### config.mk
export PLATFORM = sky130hd
export DESIGN_NAME = opnd_addr_dec
export DESIGN_NICKNAME = d
export VERILOG_FILES = /design/src/rtl/oad_pkg.sv /design/src/rtl/oad_ea_sum.sv /design/src/rtl/oad_seg_pick.sv /design/src/rtl/opnd_addr_dec.sv
export SDC_FILE = /design/constraint.sdc
export NUM_CORES = 1
export LEC_CHECK = 0
export BUFFER_PORTS_ARGS = -buffer_cell sky130_fd_sc_hd__clkbuf_2
export CAP_MARGIN = 10
export CORE_MARGIN = 4
export CORE_UTILIZATION = 37
export DETAILED_ROUTE_END_ITERATION = 7
export GPL_ROUTABILITY_DRIVEN = 0
export MAX_ROUTING_LAYER = met4
export SLEW_MARGIN = 10
export SYNTH_ARGS = -nofsm -noshare
export SYNTH_HDL_FRONTEND = slang
export SYNTH_SLANG_ARGS = --single-unit
### constraint.sdc
create_clock -name clk -period 6.57 [get_ports clk]
set_input_delay 0.9855 -clock clk [delete_from_list [all_inputs] [get_ports clk]]
set_output_delay 0.9855 -clock clk [all_outputs]
set_load 0.005 [all_outputs]
### src/rtl/oad_pkg.sv
package oad_pkg;
    localparam int ADDR_W    = 32;
    localparam int GPR_SEL_W = 3;
    localparam int SEG_W     = 3;
    localparam int BYTE_W    = 8;
    localparam int CNT_W     = 3;

    localparam logic [SEG_W-1:0] SEG_SS = 3'd2;
    localparam logic [SEG_W-1:0] SEG_DS = 3'd3;

    localparam logic [GPR_SEL_W-1:0] SEL_STACK = 3'd4;
    localparam logic [GPR_SEL_W-1:0] SEL_FRAME = 3'd5;
    localparam logic [GPR_SEL_W-1:0] SEL_NONE  = 3'd4;

    typedef enum logic [1:0] {
        ST_IDLE = 2'd0,
        ST_SIB  = 2'd1,
        ST_DISP = 2'd2,
        ST_HOLD = 2'd3
    } oad_state_e;

    typedef struct packed {
        oad_state_e             state;
        logic [1:0]             mode;
        logic [2:0]             reg_f;
        logic                   sib;
        logic [1:0]             scale;
        logic [GPR_SEL_W-1:0]   idx;
        logic [GPR_SEL_W-1:0]   base;
        logic                   ovr_en;
        logic [SEG_W-1:0]       ovr;
        logic [ADDR_W-1:0]      disp;
        logic [CNT_W-1:0]       dpos;
        logic [CNT_W-1:0]       dneed;
        logic [CNT_W-1:0]       len;
        logic                   is_mem;
        logic [ADDR_W-1:0]      addr;
        logic [SEG_W-1:0]       seg;
    } oad_regs_t;
endpackage

### src/rtl/oad_ea_sum.sv
module oad_ea_sum #(
    parameter int W = 32
) (
    input  logic         base_en,
    input  logic [W-1:0] base_val,
    input  logic         idx_en,
    input  logic [W-1:0] idx_val,
    input  logic [1:0]   scale,
    input  logic [W-1:0] disp,
    output logic [W-1:0] ea
);
    logic [W-1:0] base_term;
    logic [W-1:0] idx_term;

    always_comb begin
        base_term = base_en ? base_val : '0;
        idx_term  = idx_en ? (idx_val << scale) : '0;
        ea        = base_term + idx_term + disp;
    end

    always_comb begin
        if (!base_en && !idx_en)
            assert_disp_only_R3: assert (ea == disp);
    end
endmodule

### src/rtl/oad_seg_pick.sv
module oad_seg_pick
    import oad_pkg::*;
(
    input  logic                 ovr_en,
    input  logic [SEG_W-1:0]     ovr,
    input  logic                 is_mem,
    input  logic                 has_base,
    input  logic [GPR_SEL_W-1:0] base_sel,
    output logic [SEG_W-1:0]     seg
);
    logic stack_base;

    always_comb begin
        stack_base = is_mem && has_base &&
                     (base_sel == SEL_STACK || base_sel == SEL_FRAME);
        if (ovr_en)
            seg = ovr;
        else if (stack_base)
            seg = SEG_SS;
        else
            seg = SEG_DS;
    end

    always_comb begin
        if (ovr_en)
            assert_ovr_first_R7: assert (seg == ovr);
    end
endmodule

### src/rtl/opnd_addr_dec.sv
module opnd_addr_dec
    import oad_pkg::*;
(
    input  logic                 clk,
    input  logic                 rst,
    input  logic                 in_valid,
    input  logic [BYTE_W-1:0]    in_byte,
    output logic                 in_ready,
    input  logic                 seg_ovr_en,
    input  logic [SEG_W-1:0]     seg_ovr,
    output logic [GPR_SEL_W-1:0] gpr_a_sel,
    input  logic [ADDR_W-1:0]    gpr_a_val,
    output logic [GPR_SEL_W-1:0] gpr_b_sel,
    input  logic [ADDR_W-1:0]    gpr_b_val,
    output logic                 out_valid,
    input  logic                 out_ack,
    output logic [2:0]           out_reg,
    output logic                 out_is_mem,
    output logic [ADDR_W-1:0]    out_addr,
    output logic [SEG_W-1:0]     out_seg,
    output logic [CNT_W-1:0]     out_len
);
    localparam int PAD_W = ADDR_W - BYTE_W;

    oad_regs_t q, d;

    logic [1:0]           cur_mode;
    logic                 cur_sib;
    logic [GPR_SEL_W-1:0] cur_base;
    logic [GPR_SEL_W-1:0] cur_idx;
    logic [1:0]           cur_scale;
    logic                 cur_ovr_en;
    logic [SEG_W-1:0]     cur_ovr;
    logic                 has_base;
    logic                 use_idx;
    logic                 cur_is_mem;
    logic [ADDR_W-1:0]    disp_asm;
    logic [ADDR_W-1:0]    disp_ext;
    logic [ADDR_W-1:0]    ea;
    logic [SEG_W-1:0]     seg_w;
    logic [CNT_W-1:0]     need_now;

    function automatic logic [CNT_W-1:0] disp_bytes(input logic [1:0] m,
                                                    input logic [GPR_SEL_W-1:0] b);
        if (m == 2'd1)
            return CNT_W'(1);
        else if (m == 2'd2 || (m == 2'd0 && b == SEL_FRAME))
            return CNT_W'(4);
        else
            return '0;
    endfunction

    // operand view: fields come from the byte on the bus or from stored state
    always_comb begin
        cur_mode   = (q.state == ST_IDLE) ? in_byte[7:6] : q.mode;
        cur_sib    = (q.state == ST_SIB) || (q.state == ST_DISP && q.sib);
        cur_base   = (q.state == ST_DISP) ? q.base  : in_byte[2:0];
        cur_idx    = (q.state == ST_DISP) ? q.idx   : in_byte[5:3];
        cur_scale  = (q.state == ST_DISP) ? q.scale : in_byte[7:6];
        cur_ovr_en = (q.state == ST_IDLE) ? seg_ovr_en : q.ovr_en;
        cur_ovr    = (q.state == ST_IDLE) ? seg_ovr    : q.ovr;
        cur_is_mem = (cur_mode != 2'd3);
        has_base   = !(cur_mode == 2'd0 && cur_base == SEL_FRAME);
        use_idx    = cur_sib && (cur_idx != SEL_NONE);
        disp_asm   = q.disp | ({{PAD_W{1'b0}}, in_byte} << {q.dpos[1:0], 3'b000});
        if (q.state != ST_DISP)
            disp_ext = '0;
        else if (cur_mode == 2'd1)
            disp_ext = {{PAD_W{disp_asm[BYTE_W-1]}}, disp_asm[BYTE_W-1:0]};
        else
            disp_ext = disp_asm;
        need_now   = disp_bytes(cur_mode, cur_base);
        gpr_a_sel  = cur_base;
        gpr_b_sel  = cur_idx;
    end

    oad_ea_sum #(.W(ADDR_W)) i_sum (
        .base_en  (has_base),
        .base_val (gpr_a_val),
        .idx_en   (use_idx),
        .idx_val  (gpr_b_val),
        .scale    (cur_scale),
        .disp     (disp_ext),
        .ea       (ea)
    );

    oad_seg_pick i_seg (
        .ovr_en   (cur_ovr_en),
        .ovr      (cur_ovr),
        .is_mem   (cur_is_mem),
        .has_base (has_base),
        .base_sel (cur_base),
        .seg      (seg_w)
    );

    // next-state computation
    always_comb begin
        d = q;
        unique case (q.state)
            ST_IDLE: begin
                if (in_valid) begin
                    d.mode   = in_byte[7:6];
                    d.reg_f  = in_byte[5:3];
                    d.base   = in_byte[2:0];
                    d.idx    = SEL_NONE;
                    d.scale  = 2'd0;
                    d.sib    = 1'b0;
                    d.ovr_en = seg_ovr_en;
                    d.ovr    = seg_ovr;
                    d.disp   = '0;
                    d.dpos   = '0;
                    d.len    = CNT_W'(1);
                    if (in_byte[7:6] == 2'd3) begin
                        d.is_mem = 1'b0;
                        d.addr   = {{(ADDR_W-GPR_SEL_W){1'b0}}, in_byte[2:0]};
                        d.seg    = seg_w;
                        d.state  = ST_HOLD;
                    end else if (in_byte[2:0] == SEL_STACK) begin
                        d.state  = ST_SIB;
                    end else if (need_now == '0) begin
                        d.is_mem = 1'b1;
                        d.addr   = ea;
                        d.seg    = seg_w;
                        d.state  = ST_HOLD;
                    end else begin
                        d.dneed  = need_now;
                        d.state  = ST_DISP;
                    end
                end
            end
            ST_SIB: begin
                if (in_valid) begin
                    d.sib   = 1'b1;
                    d.scale = in_byte[7:6];
                    d.idx   = in_byte[5:3];
                    d.base  = in_byte[2:0];
                    d.len   = CNT_W'(2);
                    if (need_now == '0) begin
                        d.is_mem = 1'b1;
                        d.addr   = ea;
                        d.seg    = seg_w;
                        d.state  = ST_HOLD;
                    end else begin
                        d.dneed  = need_now;
                        d.state  = ST_DISP;
                    end
                end
            end
            ST_DISP: begin
                if (in_valid) begin
                    d.disp = disp_asm;
                    d.dpos = q.dpos + CNT_W'(1);
                    if (q.dpos + CNT_W'(1) == q.dneed) begin
                        d.len    = q.len + q.dneed;
                        d.is_mem = 1'b1;
                        d.addr   = ea;
                        d.seg    = seg_w;
                        d.state  = ST_HOLD;
                    end
                end
            end
            ST_HOLD: begin
                if (out_ack)
                    d.state = ST_IDLE;
            end
            default: d.state = ST_IDLE;
        endcase
    end

    always_ff @(posedge clk) begin
        if (rst) begin
            q        <= '0;
            q.state  <= ST_IDLE;
            q.idx    <= SEL_NONE;
        end else begin
            q <= d;
        end
    end

    always_comb begin
        in_ready   = (q.state != ST_HOLD);
        out_valid  = (q.state == ST_HOLD);
        out_reg    = q.reg_f;
        out_is_mem = q.is_mem;
        out_addr   = q.addr;
        out_seg    = q.seg;
        out_len    = q.len;
    end

    assert_hold_stable_R8: assert property (@(posedge clk) disable iff (rst)
        out_valid && !out_ack |=> out_valid && $stable(out_addr) &&
                                  $stable(out_len) && $stable(out_seg));

    assert_reg_operand_R1: assert property (@(posedge clk) disable iff (rst)
        out_valid && !out_is_mem |-> out_len == 3'd1 &&
                                     out_addr[ADDR_W-1:GPR_SEL_W] == '0);

    assert_len_legal_R10: assert property (@(posedge clk) disable iff (rst)
        out_valid |-> (out_len == 3'd1 || out_len == 3'd2 || out_len == 3'd3 ||
                       out_len == 3'd5 || out_len == 3'd6));

    assert_result_after_byte_R8: assert property (@(posedge clk) disable iff (rst)
        $rose(out_valid) |-> $past(in_valid && in_ready));

    assert_ack_frees_R8: assert property (@(posedge clk) disable iff (rst)
        out_valid && out_ack |=> in_ready && !out_valid);
endmodule

# == After elaboration in Yosys (flattened, before gate mapping) ==
# Cells that the tools add are included.
# Widths: inputs -> output; s select.
# totals
reg_bits,97
latch_bits,0
ram_bits,0
mem_bits_ro,0
out_inout_bits,50
mem_count,0
# classes
n_addsub,4
multipliers,0
n_div,0
n_lt_le_gt_ge,0
n_eq_ne,22
shifts,2
muxes,38
n_bitwise,1
reduce_logical,22
# ops
operator,count
$mux 32,4
$pmux 39 s3,1
$mux 36,3
$mux 97,1
$mux 39,2
$pmux 35 s2,1
$add 32x32->32,2
$mux 42,1
$mux 35,1
$or 32x32->32,1
$shl 32x2->32,1
$shl 8x5->32,1
$mux 3,9
$pmux 9 s2,1
$mux 2,8
$ne 2x2->1 const B,8
$reduce_and 5->1,3
$eq 3x3->1 const B,3
$mux 9,1
$eq 2x2->1 const B,4
$pmux 2 s4,1
$ne 3x3->1 const B,2
$pmux 3 s2,1
$reduce_and 3->1,2
15 further kinds,27

# == Longest topological paths before layout ==
# logic_depth
ltp_word,14
mapped_depth,21

# == Hierarchy ==
# A second synthesis with hierarchy kept.
# hier_totals
hier_cells,1123
hier_area_um2,9120.0
# by_module_without_submodules
module,n_inst,cells_per_inst,area_per_inst_um2,seq_area_each_um2
opnd_addr_dec,1,722,5579.1,1941.9
oad_ea_sum,1,396,3500.9,0.0
oad_seg_pick,1,5,40.0,0.0

# == Worst setup path after synthesis ==
# Ideal clock, no wire load.
# synth_path
path_kind,input -> register
from,input in_byte[6]
to,register q (netlist bit out_addr[29])
arrival_time_ns,4.668
t_required_ns,6.453
slack_ns,1.786
cell_stages,16
path_buffers,1
cell_sequence,mux2i_2 -> clkbuf_1 -> mux2i_1 -> nor2_1 -> fa_1 -> ha_1 -> inv_1 -> fa_1 -> nand2b_1 -> a21oi_1 -> o211ai_1 -> a31oi_1 -> a31oi_1 -> a211oi_1 -> xor2_1 -> a22o_1
# synth_between
elab_chain_len,12
# synth_lines
element,line_no,rtl
"start, declared",opnd_addr_dec.sv:7,"input logic [BYTE_W-1:0] in_byte,"
branches (longest 12 deep; another with $add 32x32->32),--,
"end, declared",opnd_addr_dec.sv:25,"oad_regs_t q, d;"
# Several ways; the timed one is not identified. The select of a mux whose other input is x is not followed.
# A chain may end at the register's enable or synchronous reset.

# == Final worst setup path ==
# layout_path
from,register q[96] in the netlist's numbering
to,register q (netlist bit out_addr[29])
# layout_between
elab_chain_len,13
# layout_lines
element
branches (longest 13 deep; another with $add 32x32->32)
# Several ways; the timed one is not identified. The select of a mux whose other input is x is not followed.

==> key figures <==
Setup path
  – Arr. time, crit path: 5840 ps
  – Crit path capture type: flop
  – CP Class: reg -> reg
  – Critical path launch point type: flop
  – Crit-path max FO: 20
  – Data required, critical path: 6820 ps

Clock tree
  – Reg clk slew, reported paths: 80 ps
  – Post-CTS sizing: 0
  – CTS max path bufs: 2
  – Root Driver: clkbuf_16
  – # H-tree levels: 3
  – CTS tree: done
  – Clock Latency Late Sink: 360 ps
  – Clk sinks: 97
  – Hold buffers post-CTS: 0
  – Post-CTS Setup Bufs: 0
  – Total CTS buffers: 9

Placed design
  – Pre-CTS setup slack: 902.1 ps
  – Post-DP Area: 0.008845 mm2
  – Final HPWL DP: 18570 um
  – Number of I/O port buffers: 129

Layout
  – Ant. Diodes: 0
  – Share of layout cells above drive strength 1: 0.1985
  – Fin util: 0.4182
  – Fin nets: 1212
  – Most flops, register: q
  – Most frequent cells in the layout: 158 x nand2_1, 129 x clkbuf_2, 97 x dfxtp_1
  – Commonest non-fill, non-tap cell in the layout: nand2_1
  – Layout area overhead: 10.76%
  – Design Area, Final: 0.009154 mm2
  – Max reg flops: 55

Power
  – Int Pwr: 1.775 mW
  – Clk network pwr share: 0.173
  – Leak: 4.295 nW
  – Reg power frac: 0.224
  – Power Density: 362.8 mW/mm2
  – Combinational share of power: 0.603
  – Pwr Total: 3.321 mW
  – P_sw: 1.546 mW
  – Peak supply drop: 0.0001317 V
  – Sw frac: 0.4654

Routing
  – Drc violations: 0
  – Routed WL: 24160 um
  – Post-DRT Antenna Nets: 0
  – Vias per cell: 5.450
  – Vias post-DR: 7346
  – Routed len/inst: 17.93 um
  – Initial drt markers: 641
  – DR pass1 iterations: 5

STA
  – Slew Limit Fails: 0
  – Setup WS post-layout: 973.2 ps
  – RSZ-0062 raised after global routing: no
  – Total Neg Setup Slack: 0 ps
  – Normalized max-slew margin: 0.3056
  – Post-layout min period: 5597 ps
  – Period utilization: 0.8519
  – Fmax: 0.1787 GHz
  – Worst Tran Pin Value: 1034 ps
  – Final hold violation count: 0
  – Layout Skew: 11.61 ps
  – Number of setup violations in the final report: 0

Synth
  – Cell variety after synth: 68
  – FFs w/ async S/R, synth: 0
  – Cell count after synthesis: 1010
  – Yosys Warn Count: 0
  – Post-Synthesis Net Count: 1159
  – Sequential area share after synthesis: 0.2350
  – Mapped Area: 0.008264 mm2
  – Synth Register Bits: 97
  – Post-synth top flop: dfxtp_1
  – Avg Cell Area, Syn: 8.182 um2
  – Number of synthesized flops with an enable pin: 0

Global route
  – Pin count of the biggest net entering global routing: 72
  – Initial antenna violation count: 0
  – Vias in the first global route: 7035
  – Total Routing Usage GR: 0.2009
  – Grt ovf: 0
  – Global-route wire length before repair: 38240 um

Die
  – Starting Density: 0.3775
  – Die extent in x: 157.5 um
  – Core Footprint: 0.02189 mm2
  – Ports: 130
  – Die height: 157.5 um
  – Die area: 0.02479 mm2
  – Row cnt: 54

Hold path
  – Hold Path Class: reg -> reg

Flow run
  – Max Cap Viol: 0

Outcome
  – Run status: complete, no violations
power by group through the flow:
| stage | clock, mW | combinational [mW] | sequential [mW] |
|---|---|---|---|
| after CTS | 0.587 | 2.00 | 0.744 |
| after global placement | 0 | 1.97 | 0.756 |
| after global routing | 0.611 | 2.24 | 0.754 |
| final | 0.576 | 2.00 | 0.743 |
| after detailed placement | 0 | 1.99 | 0.758 |
| after floorplan | 0 | 1.55 | 0.734 |
critical path: stages, from the launching register on:
cell and delay [ps]:
dfxtp_1 340, inv_1 90, ha_1 650, mux2i_1 440
and3_4 280, nand2_1 60, buf_4 230, and2_1 190
fa_1 550, ha_1 170, inv_1 60, fa_1 440
nand2b_1 190, a21oi_1 280, o211ai_1 250, a31oi_1 480
a31oi_1 180, a211oi_1 300, xor2_1 110, a22o_1 190
layout make-up:
type | count | area (um2)
fillers | 2256 | 12740
multi-input cells | 733 | 5498
flip-flops and latches | 97 | 1942
repair buffers | 145 | 765.7
well taps | 280 | 350.3
inverters | 77 | 289.0
clock buffers | 9 | 225.2
clock inverters | 7 | 83.83
metal layers:
layer / track usage / up-vias / share of wire
met3: 0.02475 / 25 / 0.050
met4: 0.05571 / 0 / 0.020
met1: 0.2719 / 3547 / 0.45
li1: - / 3582 / -
met2: 0.3183 / 192 / 0.48
met5: - / - / 0
through the flow:
step	hold slack (ps)	cells
finish	451.6	1348
global route	469.5	1348
CTS	456.5	1348
detailed placement	447.6	1332
global placement	439.2	1332
floorplan	426.3	1010
final timing paths:
path                                   from      endpoint  slack, ps  cells past startpoint
worst max-delay path                  q[96]  out_addr[29]        970                     19
worst min-delay path            out_addr[7]   out_addr[7]        450                      2
worst max register to register        q[96]  out_addr[29]        970                     19
worst min register to register  out_addr[7]   out_addr[7]        450                      2
synthesized netlist by cell type, types with 15 or more instances:
| cell type | count | area share |
|---|---|---|
| fa_1 | 33 | 0.080 |
| o21ai_0 | 42 | 0.025 |
| a21o_1 | 31 | 0.028 |
| nand2_1 | 158 | 0.072 |
| a211o_1 | 16 | 0.017 |
| inv_1 | 75 | 0.034 |
| nor2_1 | 84 | 0.038 |
| ha_1 | 36 | 0.055 |
| a22oi_1 | 46 | 0.042 |
| dfxtp_1 | 97 | 0.23 |
| mux4_2 | 27 | 0.074 |
| mux2i_1 | 20 | 0.024 |
| a21oi_1 | 58 | 0.035 |
| xnor2_1 | 15 | 0.016 |
| buf_4 | 42 | 0.038 |
| clkbuf_1 | 49 | 0.022 |
cells by family (layout without fill, tap and decap cells):
kind of cell / count (synthesis) / count (layout) / synth area share
AOI/OAI and AO/OA: 263 / 263 / 0.2170
xor gates and xnor gates: 27 / 27 / 0.03028
adders and majority gates: 69 / 69 / 0.1344
DFF: 97 / 97 / 0.2350
muxes: 56 / 56 / 0.1108
buffers and inverters: 180 / 238 / 0.1028
and+or+nand+nor: 318 / 318 / 0.1697
Note: power is estimated with default switching activity, not from simulation.
